`config.mk`:
```
export PLATFORM = sky130hd
export DESIGN_NAME = msplit_xfer
export DESIGN_NICKNAME = d
export VERILOG_FILES = /design/src/rtl/msplit_pkg.sv /design/src/rtl/msplit_plan.sv /design/src/rtl/msplit_rotate.sv /design/src/rtl/msplit_merge.sv /design/src/rtl/msplit_xfer.sv
export SDC_FILE = /design/constraint.sdc
export NUM_CORES = 1
export LEC_CHECK = 0
export ABC_AREA = 1
export BUFFER_PORTS_ARGS = -buffer_cell sky130_fd_sc_hd__buf_2
export CORE_MARGIN = 1.5
export CORE_UTILIZATION = 45
export CTS_CLUSTER_DIAMETER = 50
export DETAILED_ROUTE_END_ITERATION = 8
export PLACE_DENSITY = 0.82
export SYNTH_ARGS = -nofsm -noshare
export SYNTH_HDL_FRONTEND = slang
export SYNTH_SLANG_ARGS = --single-unit
```
`constraint.sdc`:
```
create_clock -name clk -period 2.7 [get_ports clk]
set_clock_uncertainty 0.1 [all_clocks]
set_input_delay 0.27 -clock clk [delete_from_list [all_inputs] [get_ports clk]]
set_output_delay 0.27 -clock clk [all_outputs]
set_load 0.01 [all_outputs]
```
`src/rtl/msplit_pkg.sv`:
```
package msplit_pkg;
  localparam int LANES = 4;
  localparam int DW    = LANES * 8;
  localparam int OFF_W = $clog2(LANES);

  typedef enum logic [1:0] {
    ST_IDLE   = 2'd0,
    ST_FIRST  = 2'd1,
    ST_SECOND = 2'd2,
    ST_DONE   = 2'd3
  } xfer_st_t;
endpackage

```
`src/rtl/msplit_plan.sv`:
```
module msplit_plan
  import msplit_pkg::*;
(
  input  logic [OFF_W-1:0] off,
  input  logic [1:0]       size,
  output logic             legal,
  output logic             split,
  output logic [LANES-1:0] lo_mask,
  output logic [LANES-1:0] hi_mask,
  output logic [LANES-1:0] keep
);
  logic [2*LANES-1:0] span;
  logic [OFF_W:0]     nbytes;

  always_comb begin
    legal  = (size != 2'd2);
    nbytes = '0;
    unique case (size)
      2'd0:    nbytes = (OFF_W+1)'(1);
      2'd1:    nbytes = (OFF_W+1)'(2);
      2'd3:    nbytes = (OFF_W+1)'(LANES);
      default: nbytes = '0;
    endcase
    for (int i = 0; i < LANES; i++) begin
      keep[i] = ((OFF_W+1)'(i) < nbytes);
    end
    span    = {{LANES{1'b0}}, keep} << off;
    lo_mask = span[LANES-1:0];
    hi_mask = span[2*LANES-1:LANES];
    split   = |hi_mask;
  end
endmodule

```
`src/rtl/msplit_rotate.sv`:
```
module msplit_rotate
  import msplit_pkg::*;
(
  input  logic [OFF_W-1:0] off,
  input  logic [DW-1:0]    din,
  output logic [DW-1:0]    dout
);
  always_comb begin
    for (int j = 0; j < LANES; j++) begin
      logic [OFF_W-1:0] src;
      src = OFF_W'(j) - off;
      dout[8*j +: 8] = din[8*src +: 8];
    end
  end
endmodule

```
`src/rtl/msplit_merge.sv`:
```
module msplit_merge
  import msplit_pkg::*;
(
  input  logic [OFF_W-1:0] off,
  input  logic [LANES-1:0] keep,
  input  logic [DW-1:0]    word_lo,
  input  logic [DW-1:0]    word_hi,
  output logic [DW-1:0]    dout
);
  logic [2*DW-1:0] both;

  always_comb begin
    both = {word_hi, word_lo};
    for (int j = 0; j < LANES; j++) begin
      logic [OFF_W:0] src;
      src = {1'b0, off} + (OFF_W+1)'(j);
      dout[8*j +: 8] = keep[j] ? both[8*src +: 8] : 8'h00;
    end
  end
endmodule

```
`src/rtl/msplit_xfer.sv`:
```
module msplit_xfer
  import msplit_pkg::*;
#(
  parameter int ADDR_W = 32
) (
  input  logic              clk,
  input  logic              rst_n,
  input  logic              req_valid,
  output logic              req_ready,
  input  logic [ADDR_W-1:0] req_addr,
  input  logic [1:0]        req_size,
  input  logic              req_write,
  input  logic [DW-1:0]     req_wdata,
  output logic              bus_valid,
  input  logic              bus_ready,
  output logic [ADDR_W-3:0] bus_addr,
  output logic [LANES-1:0]  bus_be_n,
  output logic              bus_write,
  output logic [DW-1:0]     bus_wdata,
  input  logic [DW-1:0]     bus_rdata,
  output logic              rsp_valid,
  input  logic              rsp_ready,
  output logic              rsp_err,
  output logic [DW-1:0]     rsp_rdata
);
  localparam int DWA_W = ADDR_W - OFF_W;

  xfer_st_t         state;
  logic [DWA_W-1:0] dw_q;
  logic [OFF_W-1:0] off_q;
  logic             wr_q, err_q, split_q;
  logic [DW-1:0]    wd_q, word_lo, word_hi;
  logic [LANES-1:0] lo_q, hi_q, keep_q;

  logic             p_legal, p_split;
  logic [LANES-1:0] p_lo, p_hi, p_keep;
  logic [DW-1:0]    rot_w, merged;

  msplit_plan u_plan (
    .off     (req_addr[OFF_W-1:0]),
    .size    (req_size),
    .legal   (p_legal),
    .split   (p_split),
    .lo_mask (p_lo),
    .hi_mask (p_hi),
    .keep    (p_keep)
  );

  msplit_rotate u_rot (
    .off  (req_addr[OFF_W-1:0]),
    .din  (req_wdata),
    .dout (rot_w)
  );

  msplit_merge u_merge (
    .off     (off_q),
    .keep    (keep_q),
    .word_lo (word_lo),
    .word_hi (word_hi),
    .dout    (merged)
  );

  always_ff @(posedge clk or negedge rst_n) begin
    if (!rst_n) begin
      state   <= ST_IDLE;
      dw_q    <= '0;
      off_q   <= '0;
      wr_q    <= 1'b0;
      err_q   <= 1'b0;
      split_q <= 1'b0;
      wd_q    <= '0;
      lo_q    <= '0;
      hi_q    <= '0;
      keep_q  <= '0;
      word_lo <= '0;
      word_hi <= '0;
    end else begin
      unique case (state)
        ST_IDLE: if (req_valid) begin
          dw_q    <= req_addr[ADDR_W-1:OFF_W];
          off_q   <= req_addr[OFF_W-1:0];
          wr_q    <= req_write;
          err_q   <= !p_legal;
          split_q <= p_split;
          wd_q    <= rot_w;
          lo_q    <= p_lo;
          hi_q    <= p_hi;
          keep_q  <= p_keep;
          state   <= p_legal ? ST_FIRST : ST_DONE;
        end
        ST_FIRST: if (bus_ready) begin
          if (split_q) begin
            word_hi <= bus_rdata;
            state   <= ST_SECOND;
          end else begin
            word_lo <= bus_rdata;
            state   <= ST_DONE;
          end
        end
        ST_SECOND: if (bus_ready) begin
          word_lo <= bus_rdata;
          state   <= ST_DONE;
        end
        ST_DONE: if (rsp_ready) state <= ST_IDLE;
        default: state <= ST_IDLE;
      endcase
    end
  end

  always_comb begin
    req_ready = (state == ST_IDLE);
    bus_valid = (state == ST_FIRST) || (state == ST_SECOND);
    bus_write = wr_q;
    bus_wdata = wd_q;
    if (state == ST_FIRST && split_q) begin
      bus_addr = dw_q + DWA_W'(1);
      bus_be_n = ~hi_q;
    end else begin
      bus_addr = dw_q;
      bus_be_n = ~lo_q;
    end
    rsp_valid = (state == ST_DONE);
    rsp_err   = err_q;
    rsp_rdata = (err_q || wr_q) ? '0 : merged;
  end

  // bus request held while stalled
  a_r8_bus_hold: assert property (@(posedge clk) disable iff (!rst_n)
    bus_valid && !bus_ready |=> bus_valid && $stable(bus_addr) && $stable(bus_be_n)
      && $stable(bus_wdata) && $stable(bus_write));

  // completion held while stalled
  a_r8_rsp_hold: assert property (@(posedge clk) disable iff (!rst_n)
    rsp_valid && !rsp_ready |=> rsp_valid && $stable(rsp_rdata) && $stable(rsp_err));

  // illegal size goes straight to an error completion
  a_r7_bad_size: assert property (@(posedge clk) disable iff (!rst_n)
    req_valid && req_ready && req_size == 2'd2 |=> rsp_valid && rsp_err && !bus_valid);

  // second cycle of a split addresses the doubleword just below
  a_r3_second_below: assert property (@(posedge clk) disable iff (!rst_n)
    bus_valid && bus_ready && bus_be_n[0] == 1'b0 && bus_be_n[LANES-1] == 1'b1 && !req_ready
      && $countones(~bus_be_n) < LANES && split_q && state == ST_FIRST
    |=> bus_valid && bus_addr == $past(bus_addr) - DWA_W'(1));

  // every bus cycle enables at least one lane
  a_r2_some_lane: assert property (@(posedge clk) disable iff (!rst_n)
    bus_valid |-> $countones(~bus_be_n) >= 1);

  // never idle-ready while a bus cycle or completion is pending
  a_r6_busy_excl: assert property (@(posedge clk) disable iff (!rst_n)
    !(req_ready && (bus_valid || rsp_valid)));
endmodule

```
==> impl_metrics.yaml, run 1 <==
timing:
  tightest_hold_margin_ps: 14.67
  finalHoldViolCount: 0
  final-setup-viol-count: 0
  total_neg_setup_slack_ps: 0
  maxSlewHeadroom: 0.5252
  min_period_ps: 2612
  final.period_utilization: 0.9672
  count_of_final_max_slew_check_failures: 0
  tightest_slew_ps: 712.2
  clock.fmax_mhz: 382.9
power:
  p_switching_mw: 4.475
  power.density_cell_area_nw_per_um2: 1098
  cellLeakagePower_nw: 5.164
  total_power_mw: 10.89
  swShare: 0.4108
  power.share.sequential: 0.350
  power.share.combinational: 0.426
  internal_power_mw: 6.417
  maximum_vdd_drop_mv: 0.5936
  clkPwrFrac: 0.224
synth:
  syn-instance-count: 1019
  netlist_area_before_placement_um2: 7689
  synthesized_flop_and_latch_total: 135
  synth_top_cell_by_area: "sky130_fd_sc_hd__dfrtp_1"
  synth.avg_cell_area_um2: 7.545
  synth.net_count: 1129
  yosysSeqAreaShare: 0.4394
  synth_cell_type_count: 37
  synthDominantCellAreaShare: 0.4394
  ys_top_cells_by_area: "sky130_fd_sc_hd__dfrtp_1, sky130_fd_sc_hd__nand2_1, sky130_fd_sc_hd__o21ai_0"
  synth.yosys.warnings: 0
drt:
  post_drt_wl_per_cell_um: 15.53
  final_antenna_net_count: 0
  drt_pass1_iterations: 6
  first_iter_violations: 529
  vias_per_cell: 5.246
  num_vias: 7775
  remaining_drc_errors: 0
  postRouteWirelength_um: 23020
critical_path:
  r2r-start: "state[1]"
  worst_path_max_delay_cell: "sky130_fd_sc_hd__dfrtp_1"
  crit_path_class: "reg -> out"
  timing.critical_path.from: "state[1]"
  cp.required_ps: 2330
  setup.worst_path.start_class: "register"
  reg2reg_setup_slack_ps: 410
  worstPathBufferInverterCount: 4
  timing.reg2reg.worst_path_depth: 9
  critPathMaxFanout: 9
  timing.critical_path.max_delay_family: "simple AND/OR/NAND/NOR gates"
  worst-path-stages: 12
  most_prevalent_standard_cell_on_the_critical_path: "sky130_fd_sc_hd__nand2_1"
  critical_path.endpoint_type: "primary output"
  critical_path.max_stage_delay_ps: 430
  worstPathArrival_ps: 2240
  critical_path.cell_chain: "inv_2 > ha_4 > nand2_4 > buf_4 > nor2_4 > nand3_2 > nor2_2 > nand2_1 > nand2_1 > nand2_1 > inv_1 > buf_2"
placed_design:
  port_buffers: 206
  gp_congestion: 0.9229
  dp_hpwl_um: 16230
floorplan:
  start_util: 0.4620
  die-area_um2: 17880
  dieHeight_um: 133.7
  core_region_area_um2: 16640
  fp.dieW_um: 133.7
  top_level_ports: 207
  rows: 47
hold_path:
  hold-path-cell-count: 3
  worstHoldStart: "req_addr[20]"
  timing.hold.worst.class: "in -> reg"
clocking:
  cts_sinks: 135
  cts.root.buffer_cell: "sky130_fd_sc_hd__clkbuf_16"
  cts_inserted_buffers: 17
  h-tree-depth: 4
  clk_latency_ps: 420
  clk_path_buf_depth: 2
  clock_tree_from_tritoncts: "yes"
  clk_pin_slew_ps: 60
run_status:
  status: "complete, no violations"
final_layout:
  finalNetCount: 1358
  layout_common_cells: "sky130_fd_sc_hd__nand2_1, sky130_fd_sc_hd__buf_2, sky130_fd_sc_hd__dfrtp_1, sky130_fd_sc_hd__o21ai_0, sky130_fd_sc_hd__inv_1"
  areaGrowthSynthToFinish_pct: 29.08
  fraction_of_final_layout_cells_with_drive_strength_greater_than_1: 0.2484
  mostFrequentLayoutCell: "sky130_fd_sc_hd__nand2_1"
grt:
  initial_antenna_violation_count: 2
  grt.total_usage: 0.2613
  grt_pass1_vias: 7465
  grt_pass1_wl_um: 36910
  grt_overflow_total: 0
  grt_start_max_net_pins: 74
run:
  drv_cap: 0
## worst register-to-register path: stages, from the launching register on
cell and delay, ps:
sky130_fd_sc_hd__dfrtp_1 430, sky130_fd_sc_hd__inv_2 120, sky130_fd_sc_hd__buf_4 110, sky130_fd_sc_hd__ha_1 200, sky130_fd_sc_hd__nand2_2 90, sky130_fd_sc_hd__inv_2 270
sky130_fd_sc_hd__nand2_1 240, sky130_fd_sc_hd__inv_1 430, sky130_fd_sc_hd__nand2_1 130, sky130_fd_sc_hd__nand3_1 110
## metal layers
layer / wire length (µm) / vias to the layer above / GRT usage / part of all wire
met1: 9538 / 3653 / 0.3288 / 0.41
met2: 10930 / 323 / 0.4172 / 0.47
met3: 1720 / 55 / 0.06849 / 0.075
met5: 0 / - / 0 / 0
li1: - / 3744 / - / -
met4: 829 / 0 / 0.1292 / 0.036
## worst paths after layout
path / end
max in group asynchronous: hi_q[0]
worst min-delay path: dw_q[18]
worst max-delay path: bus_addr[27]
min in group asynchronous: bus_wdata[31]
worst max register to register: bus_wdata[25]
worst min register to register: hi_q[1]
## state kept, by name, summed over array words and instances, names as in the netlist
name,flops
bus_wdata,32
bus_write,1
dw_q,30
hi_q,3
keep_q,3
lo_q,4
off_q,2
rsp_err,1
split_q,1
state,2
word_hi,24
word_lo,32
## area by class of cell
cell class | instances | area, µm²
inverter | 92 | 349.1
fill | 1454 | 6718
clock buffer | 19 | 432.9
multi-input combinational | 740 | 3717
clock inverter | 12 | 177.7
antenna | 2 | 5.005
tap | 220 | 275.3
sequential | 135 | 3379
timing repair buffer | 262 | 1588
## kinds of logic after synthesis
| group | share of synthesized area |
|---|---|
| AND/OR/NAND/NOR | 0.2648 |
| AO/OA/AOI/OAI | 0.1497 |
| buffers and inverters | 0.08104 |
| flip-flops | 0.4394 |
| multiplexers | 0.03255 |
| XOR/XNOR | 0.02278 |
| adder cells (fa/ha/maj) | 0.009764 |
## timing repair
item	in CTS	in global routing
endpoints found under the setup margin	10	14
endpoints found under the hold margin	106	0
buffers inserted	0	4
hold buffers	37	0
pin swaps	2	1
gates resized for setup	4	2
## power groups by stage
| stage | Combinational [mW] | Sequential [mW] | Clock, mW |
|---|---|---|---|
| 6_report | 4.64 | 3.81 | 2.44 |
| 5_1_grt | 5.18 | 3.93 | 2.57 |
| 4_1_cts | 4.57 | 3.79 | 2.47 |
| 3_3_place_gp | 4.36 | 3.77 | 0 |
| 3_5_place_dp | 4.50 | 3.79 | 0 |
| 2_1_floorplan | 3.03 | 3.66 | 0 |
## through the flow
step	cells	util	cell area, µm²	worst slack, ps
global route	1482	0.5963	9925	-43.17
detailed placement	1408	0.5338	8884	384.1
global placement	1408	0.5338	8884	472.5
CTS	1476	0.5935	9877	30.46
finish	1482	0.5963	9925	88.44
floorplan	1019	-	7689	809.4
## cell usage after synthesis
cell	instances
sky130_fd_sc_hd__nor2_8	1
sky130_fd_sc_hd__nand3_2	1
sky130_fd_sc_hd__o211ai_1	1
sky130_fd_sc_hd__nor3_1	5
sky130_fd_sc_hd__nand2_4	4
sky130_fd_sc_hd__clkinv_2	1
sky130_fd_sc_hd__buf_6	5
sky130_fd_sc_hd__buf_2	26
sky130_fd_sc_hd__a21oi_1	39
sky130_fd_sc_hd__inv_2	6
sky130_fd_sc_hd__o21ai_1	4
sky130_fd_sc_hd__o21ai_0	127
sky130_fd_sc_hd__clkbuf_1	18
sky130_fd_sc_hd__or2_1	1
sky130_fd_sc_hd__xnor2_1	9
sky130_fd_sc_hd__xor2_1	11
sky130_fd_sc_hd__nand3b_1	3
sky130_fd_sc_hd__nand3_1	25
sky130_fd_sc_hd__mux2i_1	16
sky130_fd_sc_hd__a211oi_1	16
sky130_fd_sc_hd__o221ai_1	2
sky130_fd_sc_hd__nand4_1	7
sky130_fd_sc_hd__o31ai_1	1
sky130_fd_sc_hd__mux2_2	8
sky130_fd_sc_hd__clkinv_1	2
sky130_fd_sc_hd__nor2_2	6
sky130_fd_sc_hd__dfrtp_1	135
sky130_fd_sc_hd__nor2_4	5
sky130_fd_sc_hd__nor2_1	63
sky130_fd_sc_hd__inv_1	83
sky130_fd_sc_hd__buf_4	3
sky130_fd_sc_hd__nand2_2	5
sky130_fd_sc_hd__nand2_1	340
sky130_fd_sc_hd__or2_2	16
sky130_fd_sc_hd__o22a_1	14
sky130_fd_sc_hd__o22ai_1	4
sky130_fd_sc_hd__ha_1	6
Note: power is estimated with default switching activity, not from simulation.
==> run 2, diff against run 1 <==
--- a/config.mk
+++ b/config.mk
@@ -8,10 +8,10 @@
 export ABC_AREA = 1
 export BUFFER_PORTS_ARGS = -buffer_cell sky130_fd_sc_hd__buf_2
 export CORE_MARGIN = 1.5
-export CORE_UTILIZATION = 45
+export CORE_UTILIZATION = 50
 export CTS_CLUSTER_DIAMETER = 50
 export DETAILED_ROUTE_END_ITERATION = 8
-export PLACE_DENSITY = 0.82
+export PLACE_DENSITY = 0.89
 export SYNTH_ARGS = -nofsm -noshare
 export SYNTH_HDL_FRONTEND = slang
 export SYNTH_SLANG_ARGS = --single-unit
==> run 2 against run 1 <==
  * Routed wire length rose by 1.4%
  * Register-to-register slack about the same
  * Critical path depth shrank 4
  * Core utilization increased by 5.5 points
  * Combinational power about the same
  * Hold slack better by 3.8 ps
  * Highest routed layer unchanged
==> impl_metrics.yaml, run 2 (synthesis gave the netlist of run 1 again) <==
clocking:
  h-tree-depth: 4
  cts.root.buffer_cell: "sky130_fd_sc_hd__clkbuf_16"
  clk_latency_ps: 410
  cts_inserted_buffers: 17
  clk_path_buf_depth: 2
  clock_tree_from_tritoncts: "yes"
  cts_sinks: 135
  clk_pin_slew_ps: 60
grt:
  grt_pass1_wl_um: 36930
  grt_start_max_net_pins: 62
  initial_antenna_violation_count: 2
  grt.total_usage: 0.2905
  grt_overflow_total: 0
  grt_pass1_vias: 7519
critical_path:
  worstPathArrival_ps: 2180
  timing.reg2reg.worst_path_depth: 7
  critical_path.cell_chain: "inv_1 > ha_4 > nand2_8 > nor2_1 > nand2_1 > nor3_2 > xor2_1 > buf_2"
  worst_path_max_delay_cell: "sky130_fd_sc_hd__dfrtp_1"
  setup.worst_path.start_class: "register"
  rr_endpoint: "word_lo[20]"
  crit_path_class: "reg -> out"
  critical_path.max_stage_delay_ps: 430
  critical_path.endpoint_type: "primary output"
  r2r-start: "state[1]"
  reg2reg_setup_slack_ps: 420
  timing.critical_path.from: "state[1]"
  critPathMaxFanout: 14
  cp.required_ps: 2330
final_layout:
  finalNetCount: 1355
  areaGrowthSynthToFinish_pct: 27.81
  fillers: 1229
  mostFrequentLayoutCell: "sky130_fd_sc_hd__nand2_1"
  layout_common_cells: "sky130_fd_sc_hd__nand2_1, sky130_fd_sc_hd__buf_2, sky130_fd_sc_hd__dfrtp_1, sky130_fd_sc_hd__o21ai_0, sky130_fd_sc_hd__inv_1"
  fraction_of_final_layout_cells_with_drive_strength_greater_than_1: 0.2472
drt:
  remaining_drc_errors: 0
  vias_per_cell: 5.448
  first_iter_violations: 713
  num_vias: 7889
  post_drt_wl_per_cell_um: 16.12
  postRouteWirelength_um: 23340
  drt_pass1_iterations: 5
  final_antenna_net_count: 0
timing:
  finalHoldViolCount: 0
  final.period_utilization: 0.9437
  min_period_ps: 2548
  final-setup-viol-count: 0
  clock.fmax_mhz: 392.5
  maxSlewHeadroom: 0.5248
  rsz0062_at_grt: "no"
  count_of_final_max_slew_check_failures: 0
  tightest_slew_ps: 711.1
  total_neg_setup_slack_ps: 0
placed_design:
  dp_hpwl_um: 16140
  gp_congestion: 0.9113
  port_buffers: 206
hold_path:
  timing.hold.worst_endpoint: "dw_q[17]"
  worstHoldStart: "req_addr[19]"
  timing.hold.worst.class: "in -> reg"
  hold-path-cell-count: 3
floorplan:
  dieHeight_um: 127.0
  die-area_um2: 16130
  top_level_ports: 207
  fp.dieW_um: 127.0
  start_util: 0.5095
  core_region_area_um2: 15090
  rows: 45
run_status:
  status: "complete, no violations"
power:
  total_power_mw: 10.70
  maximum_vdd_drop_mv: 0.5523
  cellLeakagePower_nw: 5.118
  power.density_cell_area_nw_per_um2: 1089
run:
  drv_cap: 0
run 2: power by group:
part           internal [mW]  total (mW)  switching (mW)
combinational           1.85        4.66            2.81
clock                   1.30        2.23           0.932
sequential              2.99        3.81           0.825
total                   6.14        10.7            4.56
run 2: routing by layer:
metal / vias to the layer above / wire length [µm] / GRT usage
met4: 0 / 1156 / 0.1531
met5: - / 0 / 0
met1: 3663 / 9151 / 0.3559
met3: 87 / 1879 / 0.06742
met2: 398 / 11150 / 0.4802
li1: 3741 / - / -
run 2: stage by stage:
step | utilization | std cells | setup slack (ps) | instance area (µm²) | hold slack, ps
finish | 0.6512 | 1448 | 151.9 | 9827 | 18.47
global route | 0.6512 | 1448 | 28.29 | 9827 | 15.00
CTS | 0.6478 | 1445 | 55.25 | 9776 | 1.738
detailed placement | 0.5847 | 1375 | 353.1 | 8823 | 107.0
global placement | 0.5847 | 1375 | 454.0 | 8823 | 104.0
floorplan | - | 1019 | 809.4 | 7689 | -125.6
run 2: repair_timing:
action                                  4_1_cts  5_1_grt
endpoints found under the setup margin        5       11
hold endpoints to repair                     78        0
pin swaps                                     0        1
buffers inserted                              0        1
resized for setup                             1        7
hold buffers                                 38        0
run 2: worst max-delay path by stage:
| stage | slack, ps | endpoint | cells after the start |
|---|---|---|---|
| floorplan | 810 | bus_addr[17] | 7 |
| global placement | 450 | word_lo[9] | 7 |
| detailed placement | 350 | word_lo[20] | 7 |
| CTS | 60 | bus_addr[20] | 12 |
| global route | 30 | bus_addr[8] | 8 |
| finish | 150 | bus_addr[8] | 8 |
run 2: final cells by class:
cell class	instances	area, µm²	area share
multi-input combinational	740	3736	0.3802
sequential	135	3379	0.3439
timing repair buffer	259	1555	0.1583
clock buffer	19	442.9	0.04507
inverter	92	349.1	0.03552
tap	188	235.2	0.02394
clock inverter	13	123.9	0.01261
antenna	2	5.005	0.0005093
run 2: worst max-delay path, delay by kind of cell (launching register included):
kind / cells / cell delay (ps)
buffers and inverters: 2 / 320
xor gates and xnor gates: 1 / 210
and+or+nand+nor: 4 / 590
DFF: 1 / 430
adders and majority gates: 1 / 190
